===== config.mk =====
export PLATFORM = sky130hd
export DESIGN_NAME = irq_cpu_if
export DESIGN_NICKNAME = d
export VERILOG_FILES = /design/src/rtl/irq_cpu_pkg.sv /design/src/rtl/irq_src_bank.sv /design/src/rtl/irq_prio_sel.sv /design/src/rtl/irq_prio_stack.sv /design/src/rtl/irq_cpu_if.sv
export SDC_FILE = /design/constraint.sdc
export NUM_CORES = 1
export LEC_CHECK = 0
export BUFFER_PORTS_ARGS = -buffer_cell sky130_fd_sc_hd__buf_2
export CAP_MARGIN = 20
export CORE_UTILIZATION = 50
export DETAILED_ROUTE_END_ITERATION = 6
export PLACE_DENSITY_LB_ADDON = 0.2
export SLEW_MARGIN = 5
export SYNTH_ARGS = -nofsm -noshare
export SYNTH_HDL_FRONTEND = slang
export SYNTH_HIERARCHICAL = 1
export SYNTH_SLANG_ARGS = --single-unit

===== constraint.sdc =====
create_clock -name clk -period 123.4 [get_ports clk]
set_clock_uncertainty 0.1 [all_clocks]
set_input_delay 18.51 -clock clk [delete_from_list [all_inputs] [get_ports clk]]
set_output_delay 18.51 -clock clk [all_outputs]
set_load 0.01 [all_outputs]

===== src/rtl/irq_cpu_pkg.sv =====
package irq_cpu_pkg;

   typedef enum logic [1:0] {
      OP_ACK     = 2'd0,
      OP_EOI     = 2'd1,
      OP_DEACT   = 2'd2,
      OP_SETPEND = 2'd3
   } irq_op_e;

   localparam int unsigned DEFAULT_NUM_SRC   = 32;
   localparam int unsigned DEFAULT_PRIO_W    = 8;
   localparam int unsigned DEFAULT_ID_W      = 10;
   localparam int unsigned DEFAULT_STACK_DEP = 4;

endpackage


===== src/rtl/irq_src_bank.sv =====
module irq_src_bank #(
   parameter int unsigned NUM_SRC = 32
) (
   input  logic               clk,
   input  logic               rst_n,
   input  logic [NUM_SRC-1:0] src_i,
   input  logic [NUM_SRC-1:0] set_pend_i,
   input  logic [NUM_SRC-1:0] clr_pend_i,
   input  logic [NUM_SRC-1:0] set_act_i,
   input  logic [NUM_SRC-1:0] clr_act_i,
   output logic [NUM_SRC-1:0] pending_o,
   output logic [NUM_SRC-1:0] active_o
);

   for (genvar i = 0; i < NUM_SRC; i++) begin : g_cell
      logic src_q;
      logic pend_q;
      logic act_q;
      logic edge_seen;

      assign edge_seen = src_i[i] & ~src_q;

      always_ff @(posedge clk or negedge rst_n) begin
         if (!rst_n) begin
            src_q  <= 1'b0;
            pend_q <= 1'b0;
            act_q  <= 1'b0;
         end else begin
            src_q  <= src_i[i];
            pend_q <= (pend_q & ~clr_pend_i[i]) | set_pend_i[i] | edge_seen;
            act_q  <= (act_q | set_act_i[i]) & ~clr_act_i[i];
         end
      end

      assign pending_o[i] = pend_q;
      assign active_o[i]  = act_q;
   end

endmodule


===== src/rtl/irq_prio_sel.sv =====
module irq_prio_sel #(
   parameter int unsigned NUM_SRC    = 32,
   parameter int unsigned PRIO_W     = 8,
   parameter logic [PRIO_W-1:0] PRIO_RESET = 8'h80,
   localparam int unsigned IDX_W     = $clog2(NUM_SRC)
) (
   input  logic               clk,
   input  logic               rst_n,
   input  logic               we_i,
   input  logic [IDX_W-1:0]   wid_i,
   input  logic [PRIO_W-1:0]  wdata_i,
   input  logic [NUM_SRC-1:0] pending_i,
   input  logic [NUM_SRC-1:0] active_i,
   input  logic [PRIO_W-1:0]  running_i,
   input  logic               block_i,
   output logic               win_valid_o,
   output logic [IDX_W-1:0]   win_id_o,
   output logic [PRIO_W-1:0]  win_prio_o
);

   logic [PRIO_W-1:0]  prio [NUM_SRC];
   logic [NUM_SRC-1:0] elig;

   for (genvar i = 0; i < NUM_SRC; i++) begin : g_prio
      logic [PRIO_W-1:0] prio_q;

      always_ff @(posedge clk or negedge rst_n) begin
         if (!rst_n) begin
            prio_q <= PRIO_RESET;
         end else if (we_i && (wid_i == IDX_W'(i))) begin
            prio_q <= wdata_i;
         end
      end

      assign prio[i] = prio_q;
      assign elig[i] = pending_i[i] & ~active_i[i] & ~block_i &
                       (prio_q < running_i);
   end

   always_comb begin
      win_valid_o = 1'b0;
      win_id_o    = '0;
      win_prio_o  = '1;
      for (int i = 0; i < NUM_SRC; i++) begin
         if (elig[i] && (!win_valid_o || (prio[i] < win_prio_o))) begin
            win_valid_o = 1'b1;
            win_id_o    = IDX_W'(i);
            win_prio_o  = prio[i];
         end
      end
   end

endmodule


===== src/rtl/irq_prio_stack.sv =====
module irq_prio_stack #(
   parameter int unsigned DEPTH  = 4,
   parameter int unsigned PRIO_W = 8,
   localparam int unsigned CNT_W = $clog2(DEPTH + 1)
) (
   input  logic              clk,
   input  logic              rst_n,
   input  logic              push_i,
   input  logic [PRIO_W-1:0] push_prio_i,
   input  logic              pop_i,
   output logic [PRIO_W-1:0] top_o,
   output logic              full_o,
   output logic              empty_o
);

   logic [CNT_W-1:0]  cnt_q;
   logic [PRIO_W-1:0] entry [DEPTH];
   logic              do_push;
   logic              do_pop;

   assign full_o  = (cnt_q == CNT_W'(DEPTH));
   assign empty_o = (cnt_q == '0);
   assign do_push = push_i & ~full_o;
   assign do_pop  = pop_i & ~empty_o & ~push_i;

   always_ff @(posedge clk or negedge rst_n) begin
      if (!rst_n) begin
         cnt_q <= '0;
      end else if (do_push) begin
         cnt_q <= cnt_q + 1'b1;
      end else if (do_pop) begin
         cnt_q <= cnt_q - 1'b1;
      end
   end

   if (DEPTH == 1) begin : g_single
      logic [PRIO_W-1:0] slot_q;
      always_ff @(posedge clk or negedge rst_n) begin
         if (!rst_n) begin
            slot_q <= '1;
         end else if (do_push) begin
            slot_q <= push_prio_i;
         end
      end
      assign entry[0] = slot_q;
   end else begin : g_multi
      for (genvar e = 0; e < DEPTH; e++) begin : g_slot
         logic [PRIO_W-1:0] slot_q;
         always_ff @(posedge clk or negedge rst_n) begin
            if (!rst_n) begin
               slot_q <= '1;
            end else if (do_push && (cnt_q == CNT_W'(e))) begin
               slot_q <= push_prio_i;
            end
         end
         assign entry[e] = slot_q;
      end
   end

   always_comb begin
      top_o = '1;
      for (int e = 0; e < DEPTH; e++) begin
         if (cnt_q == CNT_W'(e + 1)) begin
            top_o = entry[e];
         end
      end
   end

endmodule


===== src/rtl/irq_cpu_if.sv =====
module irq_cpu_if
   import irq_cpu_pkg::*;
#(
   parameter int unsigned NUM_SRC     = DEFAULT_NUM_SRC,
   parameter int unsigned PRIO_W      = DEFAULT_PRIO_W,
   parameter int unsigned ID_W        = DEFAULT_ID_W,
   parameter int unsigned STACK_DEPTH = DEFAULT_STACK_DEP,
   parameter int unsigned SPURIOUS_ID = 1023,
   parameter logic [PRIO_W-1:0] PRIO_RESET = 8'h80,
   localparam int unsigned IDX_W      = $clog2(NUM_SRC)
) (
   input  logic               clk,
   input  logic               rst_n,
   input  logic [NUM_SRC-1:0] src_i,
   input  logic               split_mode_i,
   input  logic               prio_we_i,
   input  logic [IDX_W-1:0]   prio_id_i,
   input  logic [PRIO_W-1:0]  prio_data_i,
   input  logic               cmd_valid_i,
   input  logic [1:0]         cmd_op_i,
   input  logic [ID_W-1:0]    cmd_id_i,
   output logic               ack_valid_o,
   output logic [ID_W-1:0]    ack_id_o,
   output logic               irq_o,
   output logic [PRIO_W-1:0]  running_prio_o
);

   if (NUM_SRC < 2) begin : g_bad_src
      $error("irq_cpu_if: NUM_SRC must be at least 2");
   end
   if (STACK_DEPTH < 1) begin : g_bad_depth
      $error("irq_cpu_if: STACK_DEPTH must be at least 1");
   end
   if ((SPURIOUS_ID < NUM_SRC) || (SPURIOUS_ID >= (2 ** ID_W))) begin : g_bad_spur
      $error("irq_cpu_if: SPURIOUS_ID must lie above the sources and fit ID_W");
   end
   if (PRIO_W < 2) begin : g_bad_prio
      $error("irq_cpu_if: PRIO_W must be at least 2");
   end

   irq_op_e            op;
   logic               id_ok;
   logic [NUM_SRC-1:0] cmd_oh;
   logic               ack_cmd;
   logic               ack_hit;
   logic               eoi_cmd;
   logic               deact_hit;
   logic               setpend_hit;

   logic [NUM_SRC-1:0] pending_q;
   logic [NUM_SRC-1:0] active_q;
   logic [NUM_SRC-1:0] win_oh;
   logic [NUM_SRC-1:0] set_pend;
   logic [NUM_SRC-1:0] clr_pend;
   logic [NUM_SRC-1:0] set_act;
   logic [NUM_SRC-1:0] clr_act;

   logic               win_valid;
   logic [IDX_W-1:0]   win_id;
   logic [PRIO_W-1:0]  win_prio;
   logic [PRIO_W-1:0]  stack_top;
   logic               stack_full;
   logic               stack_empty;

   assign op          = irq_op_e'(cmd_op_i);
   assign id_ok       = (cmd_id_i < ID_W'(NUM_SRC));
   assign cmd_oh      = id_ok ? (NUM_SRC'(1) << cmd_id_i[IDX_W-1:0]) : '0;
   assign ack_cmd     = cmd_valid_i && (op == OP_ACK);
   assign ack_hit     = ack_cmd && win_valid;
   assign eoi_cmd     = cmd_valid_i && (op == OP_EOI);
   assign deact_hit   = cmd_valid_i &&
                        ((op == OP_DEACT) || ((op == OP_EOI) && !split_mode_i));
   assign setpend_hit = cmd_valid_i && (op == OP_SETPEND);

   assign win_oh   = NUM_SRC'(1) << win_id;
   assign set_pend = setpend_hit ? cmd_oh : '0;
   assign clr_pend = ack_hit ? win_oh : '0;
   assign set_act  = ack_hit ? win_oh : '0;
   assign clr_act  = deact_hit ? cmd_oh : '0;

   irq_src_bank #(
      .NUM_SRC (NUM_SRC)
   ) i_bank (
      .clk        (clk),
      .rst_n      (rst_n),
      .src_i      (src_i),
      .set_pend_i (set_pend),
      .clr_pend_i (clr_pend),
      .set_act_i  (set_act),
      .clr_act_i  (clr_act),
      .pending_o  (pending_q),
      .active_o   (active_q)
   );

   irq_prio_sel #(
      .NUM_SRC    (NUM_SRC),
      .PRIO_W     (PRIO_W),
      .PRIO_RESET (PRIO_RESET)
   ) i_sel (
      .clk         (clk),
      .rst_n       (rst_n),
      .we_i        (prio_we_i),
      .wid_i       (prio_id_i),
      .wdata_i     (prio_data_i),
      .pending_i   (pending_q),
      .active_i    (active_q),
      .running_i   (stack_top),
      .block_i     (stack_full),
      .win_valid_o (win_valid),
      .win_id_o    (win_id),
      .win_prio_o  (win_prio)
   );

   irq_prio_stack #(
      .DEPTH  (STACK_DEPTH),
      .PRIO_W (PRIO_W)
   ) i_stack (
      .clk         (clk),
      .rst_n       (rst_n),
      .push_i      (ack_hit),
      .push_prio_i (win_prio),
      .pop_i       (eoi_cmd),
      .top_o       (stack_top),
      .full_o      (stack_full),
      .empty_o     (stack_empty)
   );

   assign running_prio_o = stack_top;

   always_ff @(posedge clk or negedge rst_n) begin
      if (!rst_n) begin
         ack_valid_o <= 1'b0;
         ack_id_o    <= ID_W'(SPURIOUS_ID);
         irq_o       <= 1'b0;
      end else begin
         ack_valid_o <= ack_cmd;
         irq_o       <= win_valid;
         if (ack_cmd) begin
            ack_id_o <= ack_hit ? ID_W'(win_id) : ID_W'(SPURIOUS_ID);
         end
      end
   end

endmodule


== After elaboration in Yosys (flattened, before gate mapping) ==
Index checks and enable logic that the tools add are counted.

* Register bits after elaboration: 399
* Input port bits: 62
* Output and inout bits: 20
* Logic and storage cells: 911

* $add $sub $neg: 2
* Shift operators: 2
* Reductions and logical operators: 141
* Multiplexer cells: 106
* $lt $le $gt $ge: 64
* Bitwise operators: 422
* Equal/unequal tests: 38

{| class="wikitable"
|+ Operators with widths
! operator !! number
|-
| less-than comparator 8 bit || 63
|-
| 2-to-1 mux 8 bit || 36
|-
| AND 1 bit || 195
|-
| NOT 1 bit || 131
|-
| 2-to-1 mux 32 bit || 4
|-
| OR 1 bit || 96
|-
| equality test 5 bit, second input constant || 16
|-
| 2-to-1 mux 5 bit || 16
|-
| logical AND 1 bit || 73
|-
| left shift 1 x 5 -> 32 bit, first input constant || 2
|-
| equality test 5 x 4 -> 1 bit, second input constant || 8
|-
| 2-to-1 mux 1 bit || 33
|-
| zero test 1 bit || 32
|-
| logical OR 1 bit || 32
|-
| 2-to-1 mux 4 bit || 8
|-
| equality test 5 x 3 -> 1 bit, second input constant || 4
|-
| 2-to-1 mux 3 bit || 6
|-
| equality test 5 x 2 -> 1 bit, second input constant || 2
|-
| less-than comparator 10 x 6 -> 1 bit, second input constant || 1
|-
| 2-to-1 mux 10 bit || 1
|-
| equality test 3 x 2 -> 1 bit, second input constant || 2
|-
| equality test 5 x 1 -> 1 bit, second input constant || 1
|-
| zero test 5 bit || 1
|-
| equality test 2 bit, second input constant || 2
|-
| 9 further kinds || 10
|}

== Logic depth before layout (Yosys ltp) ==
Gate-level depths: netlist (run 1).

* Depth in word-level cells: 138
* Depth in mapped cells: 393
* Depth with buffers taken out: 355

== By module ==
Netlist (run 1), hierarchy kept.

{| class="wikitable"
|+ By module, submodules not included
! module !! instances !! area an instance (um2) !! cells an instance !! seq. area each (um2)
|-
| irq_prio_sel || 1 || 26590.5 || 2990 || 6446.2
|-
| irq_src_bank || 1 || 3683.5 || 320 || 2402.3
|-
| irq_prio_stack || 1 || 1769.2 || 145 || 915.9
|-
| irq_cpu_if || 1 || 1290.0 || 213 || 207.7
|}

== Least setup slack after synthesis (run 1) ==
OpenSTA, ideal clock, no wires.

* Path kind: register to register
* From: reg i_stack.cnt_q[1]
* To: reg i_bank.g_cell[24].pend_q
* Stages on the path, launching flop included: 364
* Setup slack: 59.797 ns
* Library setup time: 0.126 ns
* Arrival time: 63.377 ns
* Clock period less this slack: 63.603 ns
* Required time: 123.174 ns
* Path buffers: 39
* Path through: dfrtp_1 -> ha_1 -> ha_1 -> or4b_4 -> buf_6 -> o221ai_1 -> o21ai_1 -> inv_1 -> ha_1 -> a211o_1 -> a31oi_1 -> o21ai_1 -> clkbuf_1 -> nor2_1 -> ha_1 -> a21oi_1 -> nand2_1 -> a211oi_1 -> [... 328 more ...] -> o21ai_0 -> o21a_1 -> buf_6 -> mux2_4 -> ha_1 -> a21o_1 -> a21oi_1 -> a21oi_1 -> nor2_1 -> a21oi_1 -> buf_2 -> nand3_1 -> clkbuf_1 -> inv_1 -> nand4_1 -> nor3_1 -> inv_1 -> a221o_1

* Longest elaborated chain between the ends: 138
* Elaborated cells on any way between the ends: 330
* Those cells by class: order compare (63); eq/ne (4); shift (1); mux (99); bitwise (69); reduce/logical (94)

{| class="wikitable"
|+ Ends and longest elaborated chain
! item !! line !! source
|-
| from (decl) || irq_prio_stack.sv:16 || <nowiki>logic [CNT_W-1:0] cnt_q;</nowiki>
|-
| from (signal assigned) || irq_prio_stack.sv:30 || <nowiki>cnt_q <= cnt_q + 1'b1;</nowiki>
|-
| from (signal assigned) || irq_prio_stack.sv:32 || <nowiki>cnt_q <= cnt_q - 1'b1;</nowiki>
|-
| equality test 3 x 1 -> 1 bit || irq_prio_stack.sv:63 || <nowiki>if (cnt_q == CNT_W'(e + 1)) begin</nowiki>
|-
| 2-to-1 mux 8 bit (3 in series) || irq_prio_stack.sv:63 ||
|-
| 2-to-1 mux 8 bit (*) || irq_prio_stack.sv:63 ||
|-
| via running_prio_o[2] || irq_cpu_if.sv:25 || <nowiki>output logic [PRIO_W-1:0] running_prio_o</nowiki>
|-
| less-than comparator 8 bit || irq_prio_sel.sv:37 || <nowiki>(prio_q < running_i);</nowiki>
|-
| AND 1 bit || irq_prio_sel.sv:36 || <nowiki>assign elig[i] = pending_i[i] & ~active_i[i] & ~block_i &</nowiki>
|-
| 2-to-1 mux 8 bit / 2-to-1 mux 1 bit (equally long branches) || irq_prio_sel.sv:45 || <nowiki>if (elig[i] && (!win_valid_o || (prio[i] < win_prio_o))) begin</nowiki>
|-
| less-than comparator 8 bit / zero test 1 bit (equally long branches) || irq_prio_sel.sv:45 ||
|-
| [... 122 more ...] || - ||
|-
| 2-to-1 mux 5 bit (*) || irq_prio_sel.sv:45 ||
|-
| via win_id[2] || irq_cpu_if.sv:59 || <nowiki>logic [IDX_W-1:0] win_id;</nowiki>
|-
| left shift 1 x 5 -> 32 bit (*) || irq_cpu_if.sv:75 || <nowiki>assign win_oh = NUM_SRC'(1) << win_id;</nowiki>
|-
| 2-to-1 mux 32 bit (*) || irq_cpu_if.sv:77 || <nowiki>assign clr_pend = ack_hit ? win_oh : '0;</nowiki>
|-
| via clr_pend[24] || irq_cpu_if.sv:54 || <nowiki>logic [NUM_SRC-1:0] clr_pend;</nowiki>
|-
| NOT 1 bit (*) || irq_src_bank.sv:30 || <nowiki>pend_q <= (pend_q & ~clr_pend_i[i]) | set_pend_i[i] | edge_seen;</nowiki>
|-
| AND 1 bit (*) || irq_src_bank.sv:30 ||
|-
| OR 1 bit (*) (2 in series) || irq_src_bank.sv:30 ||
|-
| to (signal assigned) || irq_src_bank.sv:30 ||
|-
| to (decl) || irq_src_bank.sv:17 || <nowiki>logic pend_q;</nowiki>
|}

Mark *: on every way through the listed nets, which the timed path passes. The rest lies on a longest branch.
A chain may end at the register's enable or synchronous reset.

== Worst setup path after layout (run 1) ==
* From: reg i_stack.cnt_q[1]
* To: reg i_bank.g_cell[20].pend_q

* Elaborated cells on any way between the ends: 330
* Those cells by class: order compare (63); eq/ne (4); shift (1); mux (99); bitwise (69); reduce/logical (94)

{| class="wikitable"
|+ RTL lines
! item !! line !! source
|-
| equality test 3 bit (*) || irq_prio_stack.sv:21 || <nowiki>assign full_o = (cnt_q == CNT_W'(DEPTH));</nowiki>
|-
| via stack_full || irq_cpu_if.sv:62 || <nowiki>logic stack_full;</nowiki>
|-
| 2-to-1 mux 8 bit / NOT 1 bit (equally long branches) || irq_prio_stack.sv:63, irq_prio_sel.sv:36 ||
|-
| less-than comparator 8 bit / AND 1 bit (equally long branches) || irq_prio_sel.sv:37, irq_prio_sel.sv:36 ||
|-
| AND 1 bit || irq_prio_sel.sv:36 ||
|-
| 2-to-1 mux 8 bit / 2-to-1 mux 1 bit (equally long branches) || irq_prio_sel.sv:45 ||
|-
| less-than comparator 8 bit / zero test 1 bit (equally long branches) || irq_prio_sel.sv:45 ||
|-
| logical OR 1 bit || irq_prio_sel.sv:45 ||
|-
| [... 121 more ...] || - ||
|-
| 2-to-1 mux 5 bit (*) || irq_prio_sel.sv:45 ||
|-
| via win_id[3] || irq_cpu_if.sv:59 ||
|-
| left shift 1 x 5 -> 32 bit (*) || irq_cpu_if.sv:75 ||
|-
| 2-to-1 mux 32 bit (*) || irq_cpu_if.sv:77 ||
|-
| via clr_pend[20] || irq_cpu_if.sv:54 ||
|-
| NOT 1 bit (*) || irq_src_bank.sv:30 ||
|-
| AND 1 bit (*) || irq_src_bank.sv:30 ||
|-
| OR 1 bit (*) (2 in series) || irq_src_bank.sv:30 ||
|-
| to (signal assigned) || irq_src_bank.sv:30 ||
|-
| to (decl) || irq_src_bank.sv:17 ||
|}

Marks and branches as above.

==> metrics.txt, run 1 <==
most frequent cells in the layout=ha_1, dfrtp_1, mux2_2, nor2_1, inv_1; # rows=94; Nets=4,084; Syn Nets=4,119; most common cell after layout, fill and taps aside=ha_1; die height=260 um; clk buf depth=3; worst-path fanout max=36; Worst Reg2Reg Path Length in Cells=342; max-cap violations=0; Tightest Pin Transition=1150 ps; setup slack, reg-to-reg=51,170 ps; Worst EP arrival=72,620 ps; routed len/inst=21.8 um; global-route wire length before repair=154,000 um; synth warn=6; Post-CTS Setup Bufs=0; worst r2r src=i_stack/cnt_q[1]; post_cts resized=0; met2 global-route usage=46.3%; unrepaired setup endpoints after global routing=false; Hold Startpoint=i_bank/g_cell[20].act_q; HP Class=flop to flop; Initial Util=50.6%; GR Overflow Total=0; clk root buf=clkbuf_16; vias=27,300; Register Area=9970 um2; Mapped Avg Cell Area=9.09 um2; Overall Global Routing Usage=29.2%; CTS Buf Count=48; met3 Use GR=3.74%; slowest stage delay, CP=810 ps; Chip Width=260 um; share of layout cells above drive strength 1=19.0%; Max Transition Viols Final=0; full die area=67,700 um2; WP data required=123,790 ps; HPWL after DPL=74,200 um; Final TNS setup=0 ps; CP startpoint=i_stack/cnt_q[1]; max_slew headroom=23.1%; # setup viols final=0; DRT Wirelength=99,100 um; count of hold-fix buffers inserted at cts=0; area delta synth->final=7.38%; CTS tree=built; GRT busiest layer=met2; CTS clk-pin slew, worst paths=60 ps; Hold Crit Depth=2; Mapped Area=33,300 um2; Post-DRT Antenna Nets=0; reg2reg end=i_bank/g_cell[20].pend_q; Hold Fails Final Rpt=0; Min-Delay Endpoint=i_bank/g_cell[20].act_q; crit path time final=72,230 ps; vias in the first global route=26,300; initial antenna violation count=7; buffers added on ports=81; TritonRoute pass-1 iters=5; iteration-0 DRC count of the detailed router=2,071; CP dominant cell by count=a21oi_1; Tcrit/Tclk final=58.5%; drt drc=0; IO Count=82; fillcell total=6,053; Slowest cell on crit path=o21ai_1; Achievable Freq=13.8 MHz; met1 usage=41.3%; area of the multi-input gates=21,200 um2; TritonCTS Sinks=395; Clock Latency Late Sink=620 ps; crit path capture type=flop; Via density=6.02; Setup Crit Path Kind=flop to flop; largest net degree at the start of global routing=175; CORE AREA=65,900 um2; GPL Wtd Cong=0.954; outcome=finished clean; Worst setup SP type=flop; cells after synthesis=3,667; Max H-tree Level=2
per-stage QoR:
step,hold slack [ps],setup slack (ps),area (um2),cells,utilization [%]
2_1_floorplan,361,59800,33300,3667,-
3_3_place_gp,379,53170,34000,4442,51.6
3_5_place_dp,389,51350,34000,4442,51.6
4_1_cts,405,51250,35800,4532,54.3
5_1_grt,418,44250,35800,4536,54.3
6_report,401,51170,35800,4538,54.3
how the worst max path moves through the flow:
stage                     depth (start not counted)  slack, ps                  endpoint
after floorplan                                 363      59800  i_bank/g_cell[24].pend_q
after global placement                          334      53170  i_bank/g_cell[20].pend_q
after detailed placement                        337      51350  i_bank/g_cell[20].pend_q
after CTS                                       333      51250  i_bank/g_cell[20].pend_q
after global routing                            338      44250  i_bank/g_cell[20].pend_q
final                                           342      51170  i_bank/g_cell[20].pend_q
worst max-delay path, delay by kind of cell, from the launching register on:
family,cells,cell delay [ps]
buffers and inverters,37,4650
DFF,1,450
muxes,21,6760
AOI/OAI and AO/OA,163,34260
adders and majority gates,33,9420
and+or+nand+nor,88,16300
final cells by class:
class                      instances  area share (%)
tap                              864            3.02
clock inverter                    25            1.08
inverter                         294            3.08
antenna                            2          0.0140
sequential                       395            27.9
timing repair buffer             115            1.90
clock buffer                      65            3.91
multi-input combinational       2778            59.1
flip-flops by register name, indices dropped and copies added, names as in the netlist:
signal / flops
i_bank/g_cell.pend_q: 32
i_sel/g_prio.prio_q: 256
i_bank/g_cell.src_q: 32
i_stack/cnt_q: 3
ack_id_o: 6
i_bank/g_cell.act_q: 32
irq_o: 1
ack_valid_o: 1
i_stack/g_multi.g_slot.slot_q: 32
per-layer routing:
metal,routed length [um],up-vias,part of all wire [%]
li1,-,13200,-
met1,46900,13200,47
met3,5120,158,5.2
met2,44100,750,44
met4,2980,2,3.0
met5,11,-,0.011
Power of run 1 is not shown: default switching activity piles up to over one toggle a cycle in this logic, so the estimate is an artifact.
==> run 2: changes to the inputs <==
ABC_AREA = 1   (was default)
clock period = 74.7 ns   (was 123.4 ns; I/O delays follow)
==> run 2 against run 1 <==
Compared with the run above:
- register-to-register slack got worse by 23000 ps
- sequential share of layout area is 1.9 points higher
- maximum frequency rose by 55%
- synthesized cell count is 14% higher
- non-clock buffer count shrank 11
- area after synthesis is 5.4% lower
- cell count rose by 11%
- first-iteration DRC count shrank 7.2%
- routed wire length shrank 12%
==> metrics.txt, run 2 <==
top cell type by total area after synthesis=dfrtp_1; clk root buf=clkbuf_16; area of the multi-input gates=18,900 um2 (-11%); Min-Delay Endpoint=i_stack/g_multi.g_slot[3].slot_q[5]; max-cap violations=0 (unchanged); Tcrit/Tclk final=62.4% (+3.9 points); Nets=4,597 (+13%); slowest stage delay, CP=700 ps (-110 ps); Max Transition Viols Final=0 (unchanged); ranking of synthesized cells by area=dfrtp_1, ha_1, nand2_1, o21ai_0, dfstp_2; area delta synth->final=6.24%; synth warn=6 (unchanged); # rows=91 (-3.2%); Worst Reg2Reg Path Length in Cells=274 (-20%); Register Area=9970 um2 (unchanged); commonest register cell after synthesis=dfrtp_1; fillcell total=6,023 (-0.50%); worst r2r src=i_stack/cnt_q[2]; Setup Crit Path Kind=flop to flop; Slowest cell on crit path=clkinv_1; Post-DRT Antenna Nets=0 (unchanged); cells after synthesis=4,183 (+14%); met2 global-route usage=43.6% (-2.7 points); Hold Fails Final Rpt=0 (unchanged); Syn Nets=4,635 (+13%); clk buf depth=3 (unchanged); full die area=64,100 um2 (-5.3%); Tightest Pin Transition=943 ps (-211 ps); Hold Startpoint=i_stack/g_multi.g_slot[3].slot_q[5]; WP data required=75,070 ps (-48,720 ps); vias=27,000 (-1.0%); Seq/Total Area, Yosys=31.6%; DRT Wirelength=87,000 um (-12%); # setup viols final=0 (unchanged); GPL Wtd Cong=0.987 (+3.4%); buffers added on ports=81 (unchanged); vias in the first global route=25,200 (-4.1%); CORE AREA=62,100 um2 (-5.8%); ant diodes=0 (-2); synthesized flop and latch total=395; CTS clk-pin slew, worst paths=60 ps (about the same); Unique masters post-synth=53; worst-path fanout max=18 (-50%); CP dominant cell by count=nand2_2; async set-reset flop share out of synthesis=100%; setup slack, reg-to-reg=28,080 ps (-23,090 ps); cell with the most instances after synthesis=nand2_1; Max H-tree Level=2 (unchanged); CTS Buf Count=47 (-2.1%); most frequent cells after synthesis=nand2_1, o21ai_0, ha_1; CTS tree=built; share of layout cells above drive strength 1=15.2% (-3.8 points); HP Class=flop to flop; Worst setup SP type=flop; die height=253 um (-2.7%); Initial Util=50.8% (+0.23 points); Mapped Area=31,500 um2 (-5.4%); Chip Width=253 um (-2.7%); Mapped Avg Cell Area=7.54 um2 (-17%); routed len/inst=17.3 um (-21%); delay-heaviest family, CP=compound AO/OA/AOI/OAI gates; unrepaired setup endpoints after global routing=false; iteration-0 DRC count of the detailed router=1,922 (-7.2%); largest net degree at the start of global routing=109 (-38%); Overall Global Routing Usage=27.6% (-1.6 points); GRT busiest layer=met2; met1 usage=40.0% (-1.4 points); most frequent cells in the layout=nand2_1, o21ai_0, ha_1, nor2_1, dfrtp_1; outcome=finished clean; Final TNS setup=0 ps (unchanged); TritonCTS Sinks=395 (unchanged); top-area cell type share of the netlist area=25.8%; Largest Register=i_sel/g_prio.prio_q; Buffers & Inverters on Critical Path=8 (-78%); Via density=5.38 (-11%); crit path capture type=flop; count of hold-fix buffers inserted at cts=0 (unchanged); Hold Crit Depth=2 (unchanged); initial antenna violation count=3 (-4); GR Overflow Total=0 (unchanged); IO Count=82 (unchanged); Worst EP arrival=46,990 ps (-25,630 ps); EDFF count, synth=0; HPWL after DPL=65,300 um (-12%); Clock Latency Late Sink=600 ps (-20 ps); reg2reg end=i_bank/g_cell[17].pend_q; TritonRoute pass-1 iters=5 (unchanged); max_slew headroom=36.9% (+14 points); most common cell after layout, fill and taps aside=nand2_1; post_cts resized=0 (unchanged); drt drc=0 (unchanged); met3 Use GR=3.29% (-0.45 points); Post-CTS Setup Bufs=0 (unchanged); global-route wire length before repair=140,000 um (-9.5%); crit path time final=46,620 ps (-25,610 ps); Achievable Freq=21.4 MHz (+55%); Largest register FFs=256 (unchanged)
run 2: cell count changes in the layout (fill, tap and decap cells not counted), sizes merged, moves of 63 or more:
cell | previous run | this run
o21ai | 242 | 470
inv | 291 | 361
nand2b | 85 | 0
nand2 | 249 | 1317
nor2b | 98 | 0
a21o | 75 | 12
nand3 | 57 | 286
a21oi | 243 | 111
mux2 | 316 | 0
mux2i | 73 | 0
run 2: stage by stage:
stage          instance area [um2]  instances  hold slack [ps]  setup slack [ps]  utilization, %
3_3_place_gp                 31900       4932              367             30050            51.3
6_report                     33500       5021              380             28080            54.0
2_1_floorplan                31500       4183              353             31850               -
4_1_cts                      33500       5021              383             28360            54.0
5_1_grt                      33500       5021              392             22960            54.0
3_5_place_dp                 31900       4933              373             28610            51.4
run 2: how the worst max path moves through the flow:
| stage | from | to | slack [ps] | cells past startpoint |
|---|---|---|---|---|
| 5_1_grt | i_stack/cnt_q[2] | i_bank/g_cell[17].pend_q | 22960 | 273 |
| 3_3_place_gp | i_stack/cnt_q[2] | i_bank/g_cell[17].pend_q | 30050 | 278 |
| 3_5_place_dp | i_stack/cnt_q[2] | i_bank/g_cell[17].pend_q | 28610 | 275 |
| 6_report | i_stack/cnt_q[2] | i_bank/g_cell[17].pend_q | 28080 | 274 |
| 2_1_floorplan | i_stack/cnt_q[0] | i_bank/g_cell[0].act_q | 31850 | 303 |
| 4_1_cts | i_stack/cnt_q[2] | i_bank/g_cell[17].pend_q | 28360 | 275 |
run 2: layer usage:
layer | wire (um) | share of wire [%] | vias to the layer above
met5 | 26 | 0.030 | -
met4 | 1950 | 2.2 | 4
met2 | 38500 | 44 | 617
li1 | - | - | 13800
met3 | 4530 | 5.2 | 103
met1 | 42100 | 48 | 12500
run 2: final cells by class:
| type | instances | area share, % |
|---|---|---|
| Sequential cell | 395 | 29.8 |
| Timing Repair Buffer | 104 | 1.81 |
| Clock buffer | 69 | 4.12 |
| Multi-Input combinational cell | 3230 | 56.3 |
| Clock inverter | 19 | 0.736 |
| Tap cell | 837 | 3.13 |
| Inverter | 367 | 4.18 |
run 2: worst register-to-register path, delay by kind of cell, from the launching register on:
family	cells	cell delay (ps)
fa+ha+maj	33	10260
flops	1	640
compound gates	84	18730
simple gates	149	15120
buf+inv	8	1530
run 2: logic make-up (layout without fill, tap and decap cells):
family | count (synthesis) | in the layout | share of synthesized area, %
AO/OA/AOI/OAI | 737 | 737 | 13.2
adder cells (fa/ha/maj) | 390 | 390 | 15.5
buffers and inverters | 558 | 559 | 8.63
flip-flops | 395 | 395 | 31.6
AND/OR/NAND/NOR | 2103 | 2103 | 31.1
Power of run 2 is left out for the same reason.
==> run 3: changes to the inputs <==
clock period = 44.1 ns   (was 74.7 ns; I/O delays follow)
==> run 3 against run 2 <==
Compared with the run above:
- register-to-register slack lost 24000 ps
- cell count grew 0.34%
- routed wire length grew 0.87%
- critical path depth grew 21
- first-iteration DRC count grew 3.2%
- die area is the same
- non-clock buffer count grew 14
- critical path type unchanged
- hold slack gained 0.70 ps
- maximum frequency grew 15%
- largest cell class unchanged
==> metrics.txt, run 3 (synthesis gave the netlist of run 2 again) <==
outcome=finished clean; Max Transition Viols Final=0 (unchanged); DRT Wirelength=87,800 um (+0.87%); Overall Global Routing Usage=27.4% (-0.22 points); clk root buf=clkbuf_16; WP data required=44,480 ps (-30,590 ps); count of hold-fix buffers inserted at cts=0 (unchanged); routed len/inst=17.4 um (+0.53%); setup slack, reg-to-reg=3590 ps (-24,480 ps); Setup Crit Path Kind=flop to flop; clk buf depth=3 (unchanged); CP dominant cell by count=nand2_1; non-filler cells in the finished layout=5,038 (+0.34%); Worst Reg2Reg Path Length in Cells=295 (+7.7%); Hold Startpoint=i_stack/g_multi.g_slot[3].slot_q[1]; worst r2r src=i_stack/cnt_q[0]; CTS Buf Count=47 (unchanged); TritonCTS Sinks=395 (unchanged); Worst setup SP type=flop; crit path time final=40,510 ps (-6120 ps); full die area=64,100 um2 (unchanged); Hold Fails Final Rpt=0 (unchanged); Achievable Freq=24.7 MHz (+15%); Register Area=9970 um2 (about the same); slowest stage delay, CP=430 ps (-270 ps); Chip Width=253 um (unchanged); # setup viols final=0 (unchanged); final core occ=54.9% (+0.91 points); vias in the first global route=24,900 (-1.0%); TritonRoute pass-1 iters=6 (+1); Initial Util=50.8% (unchanged); Hold Crit Depth=2 (unchanged); iteration-0 DRC count of the detailed router=1,984 (+3.2%); max_slew headroom=36.6% (-0.28 points); CTS tree=built; share of layout cells above drive strength 1=17.5% (+2.4 points); Tightest Pin Transition=946 ps (+3.05 ps); Via density=5.42 (+0.60%); area of the multi-input gates=19,400 um2 (+2.8%); crit path capture type=flop; GPL Wtd Cong=1.01 (+1.9%); # rows=91 (unchanged); fillcell total=5,960 (-1.0%); most frequent cells in the layout=nand2_1, ha_1, o21ai_0, dfrtp_1, nor2_1; area delta synth->final=8.03%; Tcrit/Tclk final=91.9% (+29 points); HPWL after DPL=65,000 um (-0.48%); GR Overflow Total=0 (unchanged); Max H-tree Level=2 (unchanged); die height=253 um (unchanged); Clock Latency Late Sink=610 ps (about the same); global-route wire length before repair=138,000 um (-1.0%); placed insts=4,938 (+0.10%); buffers added on ports=81 (unchanged); HP Class=flop to flop; worst-path fanout max=19 (+1); CTS clk-pin slew, worst paths=60 ps (about the same); CORE AREA=62,100 um2 (unchanged); drt drc=0 (unchanged); fin worst setup slack=3590 ps (-24,480 ps); Nets=4,612 (+0.33%); largest net degree at the start of global routing=89 (-18%); Slowest cell on crit path=dfrtp_1; Worst EP arrival=40,880 ps (-6110 ps); initial antenna violation count=8 (+5); max-cap violations=0 (unchanged); reg2reg end=i_bank/g_cell[8].pend_q; IO Count=82 (unchanged); Largest Register=i_sel/g_prio.prio_q; Min-Delay Endpoint=i_stack/g_multi.g_slot[3].slot_q[1]; vias=27,300 (+0.94%); worst slack, placed=-1450 ps (-30,060 ps); Post-DRT Antenna Nets=0 (unchanged); most common cell after layout, fill and taps aside=nand2_1; Largest register FFs=256 (unchanged)
## run 3: cell count changes in the layout (fill, tap and decap cells not counted), moves of 15 or more
cell      delta
a211oi_2    +17
a211oi_1    -17
nor2_2      +18
nor2_1      -20
buf_4       +15
o21ai_0    -104
o21ai_2     +31
o21ai_1     +73
## run 3: layout make-up
class	instances	share of cell area (%)
multi-input cells	3231	56.9
flip-flops and latches	395	29.3
inverters	367	4.15
well taps	837	3.07
clock inverters	16	0.540
repair buffers	118	2.03
diodes	2	0.0147
clock buffers	72	4.05
## run 3: per-layer routing
metal	share of wire [%]	GRT usage, %	wire length [um]
met5	0.048	0	42
met4	2.6	7.67	2280
met3	4.7	3.18	4130
met2	45	44.0	39400
met1	48	38.9	42000
## run 3: worst max-delay path: cells and delay by family, from the launching register on
family | cells | cell delay, ps
AO/OA/AOI/OAI | 89 | 12640
buffers and inverters | 8 | 560
AND/OR/NAND/NOR | 164 | 16800
adder cells (fa/ha/maj) | 34 | 9800
flip-flops | 1 | 430
## run 3: what timing repair did
item | in CTS | in global routing
buffers inserted | 0 | 9
hold endpoints to repair | 0 | 0
cloned | 0 | 1
pin swaps | 0 | 7
setup endpoints to repair | 101 | 101
gates resized for setup | 38 | 190
## run 3: how the worst max path moves through the flow
stage	end	cells after the start	startpoint
after floorplan	i_bank/g_cell[0].act_q	303	i_stack/cnt_q[0]
after global placement	i_bank/g_cell[7].pend_q	276	i_stack/cnt_q[2]
after detailed placement	i_bank/g_cell[7].pend_q	276	i_stack/cnt_q[2]
after CTS	i_bank/g_cell[17].act_q	275	i_stack/cnt_q[0]
after global routing	i_bank/g_cell[8].pend_q	298	i_stack/cnt_q[1]
final	i_bank/g_cell[8].pend_q	295	i_stack/cnt_q[0]
## run 3: through the flow
| stage | setup TNS (ps) | cell area, um2 | hold WS [ps] |
|---|---|---|---|
| CTS | 0 | 33500 | 382 |
| global route | -11110 | 34100 | 394 |
| global placement | -49.3 | 31900 | 367 |
| floorplan | 0 | 31500 | 353 |
| detailed placement | -115130 | 31900 | 371 |
| finish | 0 | 34100 | 380 |
Power of run 3 is left out for the same reason.
